## src/rtl/pal_pkg.sv

```systemverilog
package pal_pkg;
  // outcome of one request as seen by a single credential slot
  typedef enum logic [1:0] {
    OUT_IDLE   = 2'd0,
    OUT_GRANT  = 2'd1,
    OUT_FAIL   = 2'd2,
    OUT_REJECT = 2'd3
  } pal_outcome_e;
endpackage

```

## src/rtl/pal_req_decode.sv

```systemverilog
module pal_req_decode #(
  parameter int NUM_CRED = 5,
  parameter int IDX_W    = 3
) (
  input  logic                card_rst,
  input  logic                vfy_req,
  input  logic [IDX_W-1:0]    vfy_idx,
  output logic                accept,
  output logic [NUM_CRED-1:0] sel
);
  assign accept = vfy_req && !card_rst;

  for (genvar g = 0; g < NUM_CRED; g++) begin : g_sel
    assign sel[g] = accept && (vfy_idx == IDX_W'(g));
  end
endmodule

```

## src/rtl/pal_slot.sv

```systemverilog
module pal_slot
  import pal_pkg::*;
#(
  parameter int CTR_W       = 8,
  parameter int BASE_TRIALS = 4,
  parameter int EXT_TRIALS  = 8,
  parameter bit CAN_UNLIMIT = 1'b0
) (
  input  logic             clk,
  input  logic             rst_n,
  input  logic             card_rst,
  input  logic             sel,
  input  logic             match,
  input  logic             ext_trials_n,
  input  logic             unlim_n,
  output logic [CTR_W-1:0] mask_q,
  output logic             verified_q,
  output logic             locked
);
  localparam int LB_W = (CTR_W > 1) ? $clog2(CTR_W) : 1;

  logic [LB_W-1:0]  lim_bit;
  logic             unlimited;
  pal_outcome_e     outcome;
  logic [CTR_W-1:0] mask_nxt;
  logic             mask_en;
  logic             ver_nxt;

  // the bit that clears on the limiting failure
  assign lim_bit   = ext_trials_n ? LB_W'(BASE_TRIALS - 1) : LB_W'(EXT_TRIALS - 1);
  assign unlimited = CAN_UNLIMIT && !unlim_n;
  assign locked    = !unlimited && !mask_q[lim_bit];

  always_comb begin
    if (!sel)        outcome = OUT_IDLE;
    else if (locked) outcome = OUT_REJECT;
    else if (match)  outcome = OUT_GRANT;
    else             outcome = OUT_FAIL;
  end

  always_comb begin
    mask_en  = 1'b0;
    mask_nxt = mask_q;
    case (outcome)
      OUT_GRANT: begin
        mask_en  = 1'b1;
        mask_nxt = '1;
      end
      OUT_FAIL: begin
        mask_en  = !unlimited;
        mask_nxt = {mask_q[CTR_W-2:0], 1'b0};
      end
      default: begin
        mask_en  = 1'b0;
        mask_nxt = mask_q;
      end
    endcase
  end

  always_comb begin
    if (card_rst)                  ver_nxt = 1'b0;
    else if (outcome == OUT_GRANT) ver_nxt = 1'b1;
    else                           ver_nxt = verified_q;
  end

  always_ff @(posedge clk or negedge rst_n) begin
    if (!rst_n)       mask_q <= '1;
    else if (mask_en) mask_q <= mask_nxt;
  end

  always_ff @(posedge clk or negedge rst_n) begin
    if (!rst_n) verified_q <= 1'b0;
    else        verified_q <= ver_nxt;
  end


  mask_shape_chk: assert property (@(posedge clk) disable iff (!rst_n)
    (((~mask_q) & ((~mask_q) + 1'b1)) == '0));


  fail_shift_chk: assert property (@(posedge clk) disable iff (!rst_n)
    (sel && !match && !locked && !unlimited) |=> (mask_q == {$past(mask_q[CTR_W-2:0]), 1'b0}));


  locked_hold_chk: assert property (@(posedge clk) disable iff (!rst_n)
    (sel && locked) |=> $stable(mask_q));


  unlim_hold_chk: assert property (@(posedge clk) disable iff (!rst_n)
    (sel && unlimited && !match) |=> $stable(mask_q));


  grant_drop_chk: assert property (@(posedge clk) disable iff (!rst_n)
    card_rst |=> !verified_q);


  grant_refill_chk: assert property (@(posedge clk) disable iff (!rst_n)
    (sel && match && !locked) |=> (verified_q && (mask_q == '1)));
endmodule

```

## src/rtl/pw_attempt_limiter.sv

```systemverilog
module pw_attempt_limiter #(
  parameter int CTR_W       = 8,
  parameter int NUM_PW      = 4,
  parameter int BASE_TRIALS = 4,
  parameter int EXT_TRIALS  = 8,
  parameter int IDX_W       = 3
) (
  input  logic                          clk,
  input  logic                          rst_n,
  input  logic                          card_rst,
  input  logic                          vfy_req,
  input  logic [IDX_W-1:0]              vfy_idx,
  input  logic                          vfy_match,
  input  logic                          cfg_ext_trials_n,
  input  logic                          cfg_unlim_auth_n,
  output logic [NUM_PW:0]               verified,
  output logic [NUM_PW:0]               locked,
  output logic                          vfy_done,
  output logic [(NUM_PW+1)*CTR_W-1:0]   attempt_ctr
);
  localparam int NUM_CRED = NUM_PW + 1;
  localparam int AUTH_IDX = NUM_PW;

  logic                accept;
  logic [NUM_CRED-1:0] sel;
  logic                done_nxt;
  logic                done_q;

  pal_req_decode #(
    .NUM_CRED (NUM_CRED),
    .IDX_W    (IDX_W)
  ) u_dec (
    .card_rst (card_rst),
    .vfy_req  (vfy_req),
    .vfy_idx  (vfy_idx),
    .accept   (accept),
    .sel      (sel)
  );

  for (genvar g = 0; g < NUM_CRED; g++) begin : g_slot
    pal_slot #(
      .CTR_W       (CTR_W),
      .BASE_TRIALS (BASE_TRIALS),
      .EXT_TRIALS  (EXT_TRIALS),
      .CAN_UNLIMIT (g == AUTH_IDX)
    ) u_slot (
      .clk          (clk),
      .rst_n        (rst_n),
      .card_rst     (card_rst),
      .sel          (sel[g]),
      .match        (vfy_match),
      .ext_trials_n (cfg_ext_trials_n),
      .unlim_n      (cfg_unlim_auth_n),
      .mask_q       (attempt_ctr[g*CTR_W +: CTR_W]),
      .verified_q   (verified[g]),
      .locked       (locked[g])
    );
  end

  assign done_nxt = accept;

  always_ff @(posedge clk or negedge rst_n) begin
    if (!rst_n) done_q <= 1'b0;
    else        done_q <= done_nxt;
  end

  assign vfy_done = done_q;


  done_follow_chk: assert property (@(posedge clk) disable iff (!rst_n)
    (vfy_req && !card_rst) |=> vfy_done);


  done_quiet_chk: assert property (@(posedge clk) disable iff (!rst_n)
    !(vfy_req && !card_rst) |=> !vfy_done);


  auth_open_chk: assert property (@(posedge clk) disable iff (!rst_n)
    !cfg_unlim_auth_n |-> !locked[AUTH_IDX]);


  card_rst_keep_chk: assert property (@(posedge clk) disable iff (!rst_n)
    card_rst |=> $stable(attempt_ctr));
endmodule

```

## config.mk

```make
export PLATFORM = sky130hd
export DESIGN_NAME = pw_attempt_limiter
export DESIGN_NICKNAME = d
export VERILOG_FILES = /design/src/rtl/pal_pkg.sv /design/src/rtl/pal_req_decode.sv /design/src/rtl/pal_slot.sv /design/src/rtl/pw_attempt_limiter.sv
export SDC_FILE = /design/constraint.sdc
export NUM_CORES = 1
export LEC_CHECK = 0
export ABC_AREA = 0
export BUFFER_PORTS_ARGS = -buffer_cell sky130_fd_sc_hd__buf_2
export CAP_MARGIN = 20
export CORE_AREA = 5 5 84 86
export CTS_CLUSTER_DIAMETER = 120
export DETAILED_ROUTE_END_ITERATION = 12
export DIE_AREA = 0 0 89 91
export GPL_TIMING_DRIVEN = 0
export PLACE_DENSITY = 0.68
export SLEW_MARGIN = 10
export SYNTH_ARGS = -nofsm -noshare
export SYNTH_HDL_FRONTEND = slang
export SYNTH_SLANG_ARGS = --single-unit
```

## constraint.sdc

```tcl
create_clock -name clk -period 2.43 [get_ports clk]
set_input_delay 0.243 -clock clk [delete_from_list [all_inputs] [get_ports clk]]
set_output_delay 0.243 -clock clk [all_outputs]
set_load 0.01 [all_outputs]
```

Word-level counts from Yosys, hierarchy flattened
Cells that the tools add are included.
- register bits: 46
- output and inout port bits: 51
- $lt $le $gt $ge: 1
- equal/unequal tests: 14
- mux-type cells: 42
- reductions and logical operators: 33
- operators with widths (kind ; number):
    8-bit case mux with 2 select lines ; 5
    2-bit two-way mux ; 11
    2-bit nonzero test ; 10
    1-bit two-way mux ; 19
    1-bit binary-select mux with 3-bit select ; 5
    2-bit by 1-bit equality test with 1-bit output, second input constant ; 5
    2-bit equality test, second input constant ; 5
    2-bit AND reduction ; 5
    2-bit OR reduction ; 4
    1-bit logical AND ; 7
    3-bit by 2-bit equality test with 1-bit output, second input constant ; 2
    1-bit zero test ; 6
    3-bit by 4-bit < comparator with 1-bit output, second input constant ; 1
    3-bit by 1-bit equality test with 1-bit output, second input constant ; 1
    3-bit equality test, second input constant ; 1
    3-bit zero test ; 1
    3-bit two-way mux ; 1
    1-bit case mux with 2 select lines ; 1

Longest topological paths before layout
- depth in word-level cells: 10
- mapped depth: 9
- gate-level depth less buffers: 7

By module
From an unflattened synthesis, not the netlist that was laid out.
- cell total of the unflattened synthesis: 215
- area total of the unflattened synthesis: 2376.0 um^2
- by module, submodules not included (module ; instances ; cells an instance ; area an instance (um^2)):
    pal_slot at g_slot[0].u_slot ... ; 4 ; 43 ; 466.7
    pal_slot at g_slot[4].u_slot ; 1 ; 33 ; 425.4
    pal_req_decode ; 1 ; 9 ; 58.8
    pw_attempt_limiter ; 1 ; 1 ; 25.0

Worst setup path before layout
OpenSTA, ideal clock, no wires.
- path kind: input port to flip-flop
- start point: input cfg_ext_trials_n
- end point: register g_slot[4].u_slot.mask_q[1]
- setup time: 82 ps
- data arrival time: 1752 ps
- data required time: 2348 ps
- path slack: 595 ps
- stages on the path: 7
- cells stage by stage: buf_2 -> mux2i_1 -> nand2_1 -> a21o_1 -> ha_1 -> nor2_4 -> mux2_2
- cells in the longest elaborated chain, start to end: 10
- elaborated cells between the ends (all ways): 13
- RTL lines (element ; line ; source):
    start: declaration ; pw_attempt_limiter.sv:14 ; input logic cfg_ext_trials_n,
    3-bit two-way mux (*) ; pal_slot.sv:30 ; assign lim_bit = ext_trials_n ? LB_W'(BASE_TRIALS - 1) : LB_W'(EXT_TRIALS - 1);
    1-bit binary-select mux with 3-bit select (*) ; pal_slot.sv:32 ; assign locked = !unlimited && !mask_q[lim_bit];
    1-bit two-way mux (implied by the code) (*) ; pal_slot.sv:32 ;
    1-bit zero test (*) ; pal_slot.sv:32 ;
    1-bit logical AND (*) ; pal_slot.sv:32 ;
    2-bit two-way mux (*) ; pal_slot.sv:36 ; else if (locked) outcome = OUT_REJECT;
    2-bit two-way mux (*) ; pal_slot.sv:35 ; if (!sel) outcome = OUT_IDLE;
    2-bit equality test or 2-bit by 1-bit equality test with 1-bit output (tied branches) ; pal_slot.sv:44 ; case (outcome)
    1-bit case mux with 2 select lines or 2-bit nonzero test (tied branches) ; -- ;
    2-bit AND reduction (no source line) ; -- ;
    end signal: assignment ; pal_slot.sv:68 ; else if (mask_en) mask_q <= mask_nxt;
    end: declaration ; pal_slot.sv:16 ; output logic [CTR_W-1:0] mask_q,
Every way passes the cells marked *; elsewhere a longest branch is shown, timed or not. The select of a mux whose other input is x is not followed.
A chain may end at the register's enable or synchronous reset.

Final worst setup path
- start point: register g_slot[3].u_slot.mask_q[7]
- end point: register g_slot[3].u_slot.mask_q[6]
- cells in the longest elaborated chain, start to end: 8
- elaborated cells between the ends (all ways): 11
- RTL lines (element ; line):
    start: declaration ; pal_slot.sv:16
    start signal: assignment ; pal_slot.sv:68
    1-bit binary-select mux with 3-bit select (*) ; pal_slot.sv:32
    1-bit two-way mux (implied by the code) (*) ; pal_slot.sv:32
    2-bit two-way mux (*) ; pal_slot.sv:36
    2-bit two-way mux (*) ; pal_slot.sv:35
    2-bit equality test or 2-bit by 1-bit equality test with 1-bit output (tied branches) ; pal_slot.sv:44
    2-bit OR reduction (no source line) ; --
    1-bit two-way mux ; pal_slot.sv:44
    2-bit AND reduction (no source line) ; --
Marks and branches as above.

==> impl_metrics.json <==
{
  "grt_pass1_wl_um": 8200,
  "cts_resized": 0,
  "fin_cells": 377,
  "track_usage_pct": 12.7,
  "dieArea_mm2": 0.00810,
  "cts_tree": "yes",
  "dpl_worst_slack_ps": 263,
  "placementRows": 29,
  "postRouteAntennaNets": 0,
  "ir_drop_v": 0.000193,
  "clk_latency_ps": 300,
  "cts.sinks": 46,
  "core_area_mm2": 0.00620,
  "wl_per_cell_um": 13.1,
  "yosys_warnings": 0,
  "grt_pass1_vias": 1741,
  "synth.avg_cell_area_um2": 10.3,
  "min_period_over_period_pct": 82.9,
  "hold_violations": 0,
  "port_buffers": 58,
  "fin_tns_setup_ps": 0,
  "place_hpwl_um": 3570,
  "maxCapViolCount": 0,
  "start_util_pct": 38.6,
  "nets": 319,
  "startpoint_type": "register",
  "postCtsSetupBuffers": 0,
  "power_mw": 1.44,
  "gr-max-usage-layer": "met2",
  "rsz0062_at_grt": "no",
  "whs_ps": 213,
  "p_per_area_mw_per_mm2": 497,
  "synth_seq_cells": 46,
  "max_slew.worst_pin.slew_ps": 570,
  "crit_required_ps": 2660,
  "io_pins": 61,
  "clock_skew_ps": 6.45,
  "drive_gt1_share_pct": 44.3,
  "cts_buffers": 5,
  "first_iter_violations": 55,
  "cts_buffer_depth": 2,
  "die_h_um": 91,
  "ys_seq_area_share_pct": 50.2,
  "wl_um": 4950,
  "yosysUniqueCellTypes": 29,
  "finalCriticalPeriod_ps": 2010,
  "cts_max_level": 2,
  "met1_usage_pct": 17.1,
  "synth_nets": 253,
  "end_kind": "register",
  "root_buffer": "clkbuf_8",
  "grt.met2_usage_pct": 19.9,
  "cts.clk_slew.worst_paths_ps": 90,
  "fin_ws_ps": 416,
  "drv_slew": 0,
  "grt_max_degree": 47,
  "status": "complete, no violations",
  "p_leak_nw": 1.49,
  "ctsHoldBuffers": 0,
  "synthCells": 233,
  "via_per_inst": 4.67,
  "num_antenna_cells": 0,
  "synth_area_mm2": 0.00239,
  "hp-class": "in2reg",
  "grt_overflow": 0,
  "finalSetupViolations": 0,
  "dp_cells": 368,
  "use_met3_pct": 3.71,
  "antenna_found_initial": 0,
  "arrival_ps": 2250,
  "fmax_mhz": 497,
  "fp.dieW_um": 89,
  "drtPass1Iterations": 4,
  "area_delta_synth_final_pct": 21.1,
  "criticalPathCategory": "reg2reg",
  "place.gp.congestion": 0.722,
  "critPathMaxFanout": 10,
  "drc": 0,
  "num_vias": 1762,
  "slew-limit-headroom_pct": 62.0
}
==> Yosys cell counts <==
| master | n | share of area [%] |
|---|---|---|
| dfstp_2 | 40 | 44 |
| inv_1 | 36 | 5.6 |
| a21oi_1 | 34 | 7.1 |
| nor3b_1 | 28 | 8.8 |
| buf_4 | 11 | 3.5 |
| nor2_1 | 11 | 1.7 |
| ha_1 | 10 | 5.2 |
| mux2_2 | 7 | 3.3 |
| or2b_1 | 7 | 2.2 |
| dfrtp_1 | 6 | 6.3 |
| a21o_1 | 5 | 1.6 |
| buf_2 | 5 | 1.0 |
| mux2i_1 | 5 | 2.1 |
| nand2_1 | 5 | 0.78 |
| o21ai_0 | 4 | 0.84 |
| o21a_1 | 3 | 0.94 |
| nand3_1 | 2 | 0.42 |
| o211ai_1 | 2 | 0.63 |
| o21ai_1 | 2 | 0.42 |
| a21o_2 | 1 | 0.37 |
| a21oi_2 | 1 | 0.37 |
| and2b_1 | 1 | 0.31 |
| and3b_2 | 1 | 0.42 |
| clkbuf_1 | 1 | 0.16 |
| clkinv_1 | 1 | 0.16 |
| nand3b_1 | 1 | 0.31 |
| nor2_4 | 1 | 0.47 |
| nor3b_4 | 1 | 0.78 |
| o31ai_1 | 1 | 0.31 |
==> layout make-up <==
class,count,area [um^2]
clock buffers,8,90.1
multi-input cells,133,942
plain buffers,17,111
repair buffers,59,318
inverters,37,139
flip-flops and latches,46,1200
well taps,77,96.3
fillers,621,3310
==> metrics by stage <==
step	area, um^2	utilization [%]
after floorplan	2390	-
final	2900	46.7
after global routing	2900	46.7
after global placement	2780	44.8
after CTS	2870	46.3
after detailed placement	2780	44.8
==> state kept, by name, indices dropped and copies added, names as in the netlist <==
register                  count
g_slot.u_slot.verified_q      5
vfy_done                      1
g_slot.u_slot.mask_q         40
==> worst paths after layout <==
check,startpoint,to,slack (ps),cells past startpoint
max,g_slot[3].u_slot.mask_q[7]$_DFFE_PN1P_,g_slot[3].u_slot.mask_q[6]$_DFFE_PN1P_,420,8
max in group asynchronous,rst_n,g_slot[1].u_slot.mask_q[2]$_DFFE_PN1P_,1910,2
min in group asynchronous,rst_n,g_slot[4].u_slot.mask_q[4]$_DFFE_PN1P_,280,1
min,vfy_req,vfy_done$_DFF_PN0_,210,2
min reg2reg,g_slot[1].u_slot.mask_q[4]$_DFFE_PN1P_,g_slot[1].u_slot.mask_q[4]$_DFFE_PN1P_,470,2
max reg2reg,g_slot[3].u_slot.mask_q[7]$_DFFE_PN1P_,g_slot[3].u_slot.mask_q[6]$_DFFE_PN1P_,420,8
==> logic make-up (layout without fill, tap and decap cells) <==
logic type / Yosys count / in the layout / synth area share [%]
compound gates: 53 / 53 / 12.5
flops: 46 / 46 / 50.2
fa+ha+maj: 10 / 10 / 5.23
buf+inv: 54 / 121 / 10.5
simple gates: 58 / 58 / 16.2
mux: 12 / 12 / 5.38
==> metal layers <==
metal / wire length [um] / part of all wire, %
met1: 2340 / 47
met2: 2270 / 46
met3: 288 / 5.8
met4: 57 / 1.2
met5: 0 / 0
==> cell usage in the layout, fill, tap and decap left out, types with 2 or more instances in the layout <==
master    instances
nand3_1           2
buf_2            63
or2b_1            7
ha_1             10
a21oi_1          34
dfrtp_1           6
mux2i_1           5
inv_1            36
nor2_1           11
nand2_1           5
o21ai_1           2
dfstp_2          40
o21a_1            3
o211ai_1          2
mux2_2            7
clkbuf_8          6
nor3b_1          28
a21o_1            5
o21ai_0           4
buf_4            11
clkbuf_1          3
==> critical path, cell delays in order (launching register included) <==
cell and delay (ps):
dfstp_2 540, inv_1 50, o21ai_1 270, a21oi_1 120, ha_1 270, clkbuf_1 250, buf_2 260, nor3b_1 70
a21oi_1 110
==> where the power goes <==
group	internal [mW]	switching (mW)	total (mW)
Clock	0.232	0.253	0.486
Combinational	0.0586	0.0800	0.139
Sequential	0.802	0.0130	0.815
No activity file was read; power rests on OpenSTA's default activity.
